==> config.mk <==
export PLATFORM = sky130hd
export DESIGN_NAME = fmp_ctrl
export DESIGN_NICKNAME = d
export VERILOG_FILES = /design/src/rtl/fmp_pkg.sv /design/src/rtl/fmp_region_rom.sv /design/src/rtl/fmp_pick.sv /design/src/rtl/fmp_seq.sv /design/src/rtl/fmp_ctrl.sv
export SDC_FILE = /design/constraint.sdc
export NUM_CORES = 1
export LEC_CHECK = 0
export ABC_AREA = 1
export BUFFER_PORTS_ARGS = -buffer_cell sky130_fd_sc_hd__buf_2
export CORE_UTILIZATION = 63
export DETAILED_ROUTE_END_ITERATION = 6
export PLACE_DENSITY = 0.81
export SYNTH_ARGS = -nofsm -noshare
export SYNTH_HDL_FRONTEND = slang
export SYNTH_SLANG_ARGS = --single-unit
==> constraint.sdc <==
create_clock -name clk -period 9.83 [get_ports clk]
set_input_delay 0.983 -clock clk [delete_from_list [all_inputs] [get_ports clk]]
set_output_delay 0.983 -clock clk [all_outputs]
set_load 0.05 [all_outputs]
==> src/rtl/fmp_pkg.sv <==
package fmp_pkg;
  localparam int MSG_MAX = 8;

  typedef enum logic [2:0] {
    ST_IDLE, ST_REC, ST_PLAY, ST_EOMW, ST_LED, ST_PD
  } fmp_state_e;

  // rows allotted to message idx (0-based) under code cfg; 0 if unused
  function automatic logic [7:0] rows_of(input logic [2:0] cfg, input logic [2:0] idx);
    logic [7:0] r;
    if (idx > cfg) return 8'd0;
    case (cfg)
      3'd0: r = 8'd128;
      3'd1: r = 8'd64;
      3'd2: r = (idx == 3'd0) ? 8'd44 : 8'd42;
      3'd3: r = 8'd32;
      3'd4: r = (idx == 3'd4) ? 8'd24 : 8'd26;
      3'd5: r = (idx == 3'd0) ? 8'd23 : 8'd21;
      3'd6: r = (idx == 3'd0) ? 8'd20 : 8'd18;
      default: r = 8'd16;
    endcase
    return r;
  endfunction

  function automatic logic [7:0] start_of(input logic [2:0] cfg, input logic [2:0] idx);
    logic [7:0] acc;
    acc = '0;
    for (int j = 0; j < MSG_MAX; j++)
      if (3'(j) < idx) acc = acc + rows_of(cfg, 3'(j));
    return acc;
  endfunction
endpackage

==> src/rtl/fmp_region_rom.sv <==
module fmp_region_rom #(
  parameter int ROW_W = 7
) (
  input  logic [2:0]       cfg,
  input  logic [2:0]       idx,
  output logic [ROW_W-1:0] first_row,
  output logic [ROW_W-1:0] last_row
);
  logic [7:0] base, span, top;

  always_comb begin
    base = fmp_pkg::start_of(cfg, idx);
    span = fmp_pkg::rows_of(cfg, idx);
    top  = base + span - 8'd1;
  end

  assign first_row = base[ROW_W-1:0];
  assign last_row  = top[ROW_W-1:0];
endmodule

==> src/rtl/fmp_pick.sv <==
module fmp_pick #(
  parameter int N = 8,
  localparam int IW = $clog2(N)
) (
  input  logic [N-1:0]  req,
  output logic          hit,
  output logic [IW-1:0] idx
);
  always_comb begin
    hit = 1'b0;
    idx = '0;
    for (int i = N - 1; i >= 0; i--) begin
      if (req[i]) begin
        hit = 1'b1;
        idx = IW'(i);
      end
    end
  end
endmodule

==> src/rtl/fmp_seq.sv <==
module fmp_seq #(
  parameter int ROW_W        = 7,
  parameter int IW           = 3,
  parameter int SAMP_PER_ROW = 4,
  parameter int LED_PULSE    = 4,
  localparam int SAMP_W      = $clog2(SAMP_PER_ROW),
  localparam int LCW         = $clog2(LED_PULSE + 1)
) (
  input  logic              clk,
  input  logic              rst_n,
  input  logic              start_hit,
  input  logic [IW-1:0]     start_idx,
  input  logic              rp_sel,
  input  logic              sel_low,
  input  logic              sel_fall,
  input  logic [ROW_W-1:0]  first_row,
  input  logic [ROW_W-1:0]  last_row,
  input  logic              samp_tick,
  input  logic              eom_in,
  output logic              busy,
  output logic [IW-1:0]     cur_idx,
  output logic [ROW_W-1:0]  row_addr,
  output logic [SAMP_W-1:0] samp_addr,
  output logic              rec_stb,
  output logic              play_stb,
  output logic              eom_wr,
  output logic              led_n,
  output logic              pd_req
);
  import fmp_pkg::*;

  localparam logic [SAMP_W-1:0] SAMP_LAST = SAMP_W'(SAMP_PER_ROW - 1);

  fmp_state_e        state_q, state_d;
  logic [ROW_W-1:0]  row_q, row_d;
  logic [SAMP_W-1:0] samp_q, samp_d;
  logic [IW-1:0]     idx_q, idx_d;
  logic [LCW-1:0]    lcnt_q, lcnt_d;
  logic              at_end;

  assign at_end = (row_q == last_row) && (samp_q == SAMP_LAST);

  always_comb begin
    state_d = state_q;
    row_d   = row_q;
    samp_d  = samp_q;
    idx_d   = idx_q;
    lcnt_d  = lcnt_q;
    case (state_q)
      ST_IDLE: if (start_hit) begin
        idx_d   = start_idx;
        row_d   = first_row;
        samp_d  = '0;
        state_d = rp_sel ? ST_PLAY : ST_REC;
      end
      ST_REC: begin
        if (!sel_low) state_d = ST_EOMW;
        else if (samp_tick) begin
          if (at_end) state_d = ST_EOMW;
          else if (samp_q == SAMP_LAST) begin
            samp_d = '0;
            row_d  = row_q + 1'b1;
          end else samp_d = samp_q + 1'b1;
        end
      end
      ST_PLAY: begin
        if (sel_fall) state_d = ST_PD;
        else if (samp_tick) begin
          if (eom_in) begin
            state_d = ST_LED;
            lcnt_d  = LCW'(LED_PULSE - 1);
          end else if (at_end) state_d = ST_PD;
          else if (samp_q == SAMP_LAST) begin
            samp_d = '0;
            row_d  = row_q + 1'b1;
          end else samp_d = samp_q + 1'b1;
        end
      end
      ST_EOMW: state_d = ST_PD;
      ST_LED: begin
        if (lcnt_q == '0) state_d = ST_PD;
        else lcnt_d = lcnt_q - 1'b1;
      end
      default: state_d = ST_IDLE;
    endcase
  end

  always_ff @(posedge clk or negedge rst_n) begin
    if (!rst_n) begin
      state_q <= ST_IDLE;
      row_q   <= '0;
      samp_q  <= '0;
      idx_q   <= '0;
      lcnt_q  <= '0;
    end else begin
      state_q <= state_d;
      row_q   <= row_d;
      samp_q  <= samp_d;
      idx_q   <= idx_d;
      lcnt_q  <= lcnt_d;
    end
  end

  assign busy      = (state_q != ST_IDLE);
  assign cur_idx   = idx_q;
  assign row_addr  = row_q;
  assign samp_addr = samp_q;
  assign rec_stb   = (state_q == ST_REC) && samp_tick && sel_low;
  assign play_stb  = (state_q == ST_PLAY) && samp_tick && !sel_fall;
  assign eom_wr    = (state_q == ST_EOMW);
  assign pd_req    = (state_q == ST_PD);
  assign led_n     = !((state_q == ST_REC) || (state_q == ST_LED));
endmodule

==> src/rtl/fmp_ctrl.sv <==
module fmp_ctrl #(
  parameter int MSG_N        = 8,
  parameter int ROW_W        = 7,
  parameter int SAMP_PER_ROW = 4,
  parameter int LED_PULSE    = 4,
  localparam int SAMP_W      = $clog2(SAMP_PER_ROW),
  localparam int IW          = $clog2(MSG_N)
) (
  input  logic              clk,
  input  logic              rst_n,
  input  logic [2:0]        cfg_code,
  input  logic              rp_sel,
  input  logic [MSG_N-1:0]  msg_n,
  input  logic              samp_tick,
  input  logic              eom_in,
  output logic [ROW_W-1:0]  row_addr,
  output logic [SAMP_W-1:0] samp_addr,
  output logic              rec_stb,
  output logic              play_stb,
  output logic              eom_wr,
  output logic              led_n,
  output logic              pd_req
);
  logic [2:0]       cfg_q;
  logic             cfg_ok_q;
  logic [MSG_N-1:0] msg_q, msg_en, fall;
  logic             pick_hit, busy;
  logic [IW-1:0]    pick_idx, cur_idx, rom_idx;
  logic [ROW_W-1:0] first_row, last_row;

  always_ff @(posedge clk or negedge rst_n) begin
    if (!rst_n) begin
      cfg_q    <= '0;
      cfg_ok_q <= 1'b0;
      msg_q    <= '1;
    end else begin
      if (!cfg_ok_q) cfg_q <= cfg_code;
      cfg_ok_q <= 1'b1;
      msg_q    <= msg_n;
    end
  end

  for (genvar g = 0; g < MSG_N; g++) begin : g_en
    assign msg_en[g] = cfg_ok_q && (g <= int'(cfg_q));
  end

  assign fall = msg_q & ~msg_n & msg_en;

  fmp_pick #(.N(MSG_N)) pick_i (
    .req(fall), .hit(pick_hit), .idx(pick_idx)
  );

  assign rom_idx = busy ? cur_idx : pick_idx;

  fmp_region_rom #(.ROW_W(ROW_W)) rom_i (
    .cfg(cfg_q), .idx(3'(rom_idx)), .first_row(first_row), .last_row(last_row)
  );

  fmp_seq #(
    .ROW_W(ROW_W), .IW(IW), .SAMP_PER_ROW(SAMP_PER_ROW), .LED_PULSE(LED_PULSE)
  ) seq_i (
    .clk(clk), .rst_n(rst_n),
    .start_hit(pick_hit), .start_idx(pick_idx), .rp_sel(rp_sel),
    .sel_low(!msg_n[cur_idx]), .sel_fall(fall[cur_idx]),
    .first_row(first_row), .last_row(last_row),
    .samp_tick(samp_tick), .eom_in(eom_in),
    .busy(busy), .cur_idx(cur_idx),
    .row_addr(row_addr), .samp_addr(samp_addr),
    .rec_stb(rec_stb), .play_stb(play_stb), .eom_wr(eom_wr),
    .led_n(led_n), .pd_req(pd_req)
  );
endmodule

==> results.txt <==
Most common cell after layout, fill and taps aside: nand2_1
TritonRoute pass-1 iters: 5
Post-synth ARST share: 1.000
Relative slew slack: 0.5562
Req. time, crit path: 10.00 ns
Total GRT Usage: 0.3082
Final net count: 838
Hpwl dp: 9231 µm
# DRC: 0
DR WL/cell: 13.50 µm
Initial Utilization: 0.6524
Cell variety after synth: 49
Crit start category: primary input
Compound-Gate Fraction of Synth Area: 0.1047
Post-Synth Adder-Cell Area: 0.1715
Grt total ovfl: 0
Wire length on met1: 5164 µm
Register area: 762.0 µm²
Met3 wire length: 532 µm
Fraction of layout cells with a size suffix above 1: 0.1640
Avg Cell Area, Syn: 6.571 µm²
Root Buffer: clkbuf_8
Worst Setup End Kind: flop
Top Ports: 30
Worst EP arrival: 9.47 ns
Crit path buf inv count: 7
Fill cells: 645
Worst-Skew Late Latency: 0.28 ns
Row count: 31
Port Buf Inserts: 29
Sequential fraction of the synthesis area: 0.1599
Commonest cells after routing, fill and taps aside: nand2_1 (176), inv_1 (95), nand3_1 (76)
Core Box Area: 7292 µm²
Tightest Pin Transition: 0.6633 ns
Vias in the first global route: 4317
# Max-Cap Violations: 0
Simple-gate area share of the yosys netlist: 0.4079
H-tree depth: 2
Status: finished clean
Vias: 4823
TritonCTS clock tree: built
Die area: 7902 µm²
Skew final: 0.009142 ns
Crit path largest cell delay: 0.53 ns
Number of flops mapped to enable cells by yosys: 0
Antenna cells: 0
Final min period: 9.308 ns
Min-Delay Path Class: flop to flop
Footprint of the multi-input gates: 3608 µm²
Ys Warns: 0
Clk pin slew, worst setup/hold paths: 0.07 ns
Post-synthesis cell count: 724
Final Max Tran Viols: 0
Largest family of logic cells by synthesized area: simple AND/OR/NAND/NOR gates
Mux share of post-synthesis cell area: 0.002367
Non-Filler Instances: 861
Antenna-violating nets left: 0
Finish-stage setup viols: 0
Slowest cell on the critical path: fa_2
Die Y: 88.90 µm
Routed length on met2: 5733 µm
Highest Signal Layer: met4
#FFs+latches synth: 30
Largest net degree at the start of global routing: 31
Cell family contributing the most delay on the critical path: simple AND/OR/NAND/NOR gates
First-pass GRT wire length: 19060 µm
CTS buffer count: 5
Drt initial violations: 335
Area growth from synthesis to layout: 8.680%
Initial antenna violation count: 0
Most used DFF post-synth: dfrtp_1
XOR/XNOR Fraction of Synth Area: 0.05155
Cell mode on critical path: nand2_1
Routed WL: 11630 µm
Max clock buf depth: 2
Via density: 5.602
CTS Sinks: 30
Placer Congestion: 0.9291
Post-CTS Hold Fix Bufs: 0
Mapped cell area: 4757 µm²
Crit share post-route: 0.9469
Placed cell count: 847
Crit Path Category: primary input to flop
Final Hold Fails: 0
Die Wd: 88.90 µm
Max FO, Critical Path: 7
Achievable Freq: 0.1074 GHz
FF-to-FF setup slack: 0.58 ns
path summary, 6_finish.rpt:
kind	depth (start not counted)	startpoint	end
setup / recovery	51	msg_n[1]	seq_i.state_q[0]
hold / removal	2	seq_i.samp_addr[1]	seq_i.samp_addr[1]
setup reg to reg	51	cfg_q[0]	seq_i.state_q[0]
hold reg to reg	2	seq_i.samp_addr[1]	seq_i.samp_addr[1]
max in group asynchronous	1	rst_n	cfg_q[2]
min in group asynchronous	1	rst_n	seq_i.row_addr[4]
tightest hold or removal path: stages (launching register included):
cell and delay [ns]:
dfrtp_1 0.37, nand2_1 0.06, o21ai_1 0.07
layer usage:
layer	GRT usage	vias to the layer above
li1	-	2433
met1	0.4015	2206
met2	0.5524	163
met4	0.08504	0
met5	0	-
met3	0.02031	21
registers in the layout, indices dropped and copies added, names as in the netlist:
register,cells
msg_q,8
cfg_ok_q,1
seq_i.row_addr,7
seq_i.lcnt_q,3
seq_i.cur_idx,3
seq_i.samp_addr,2
seq_i.state_q,3
cfg_q,3
layout make-up:
type | instances | area share
multi-input combinational | 584 | 0.6980
sequential | 30 | 0.1474
timing repair buffer | 36 | 0.03824
clock buffer | 6 | 0.01404
clock inverter | 2 | 0.001936
tap | 99 | 0.02396
inverter | 104 | 0.07648
timing repair:
item | CTS | global route
buffers inserted | 0 | 5
resized for setup | 0 | 14
setup endpoints to repair | 0 | 12
synth_stat cells (all sizes together) (3+ instances only):
| cell | count | share of area |
|---|---|---|
| nand2 | 194 | 0.17 |
| inv | 102 | 0.080 |
| nand3 | 85 | 0.11 |
| nor2 | 73 | 0.069 |
| ha | 54 | 0.14 |
| o21ai | 34 | 0.037 |
| a21oi | 31 | 0.033 |
| dfrtp | 22 | 0.12 |
| xor2 | 21 | 0.039 |
| or2 | 15 | 0.020 |
| nand4 | 13 | 0.020 |
| dfstp | 8 | 0.044 |
| buf | 7 | 0.013 |
| fa | 7 | 0.029 |
| nor3 | 7 | 0.0084 |
| xnor2 | 7 | 0.013 |
| clkbuf | 6 | 0.0047 |
| nand3b | 6 | 0.0095 |
| a31oi | 5 | 0.0066 |
| o21bai | 5 | 0.0079 |
| and2 | 4 | 0.0053 |
| a211oi | 3 | 0.0047 |
cells by family (layout without fill, tap and decap cells):
kind of cell / count (synthesis) / count (layout)
simple gates: 397 / 398
xor+xnor: 28 / 28
mux: 1 / 1
flops: 30 / 30
buf+inv: 117 / 148
compound gates: 88 / 88
other cells: 2 / 8
fa+ha+maj: 61 / 61
metrics by stage:
step	setup TNS [ns]	hold slack (ns)	utilization	instance area, µm²	setup WS [ns]
floorplan	0	0.5218	-	4780	0.7020
global placement	0	0.4976	0.6831	4981	0.2239
detailed placement	-0.04110	0.5164	0.6831	4981	-0.02046
CTS	0	0.5312	0.6944	5064	0.2742
global route	-0.06579	0.5896	0.7090	5170	-0.05194
finish	0	0.5336	0.7090	5170	0.5221
Power is not shown: default switching activity piles up to over one toggle a cycle in this logic, so the estimate is an artifact.
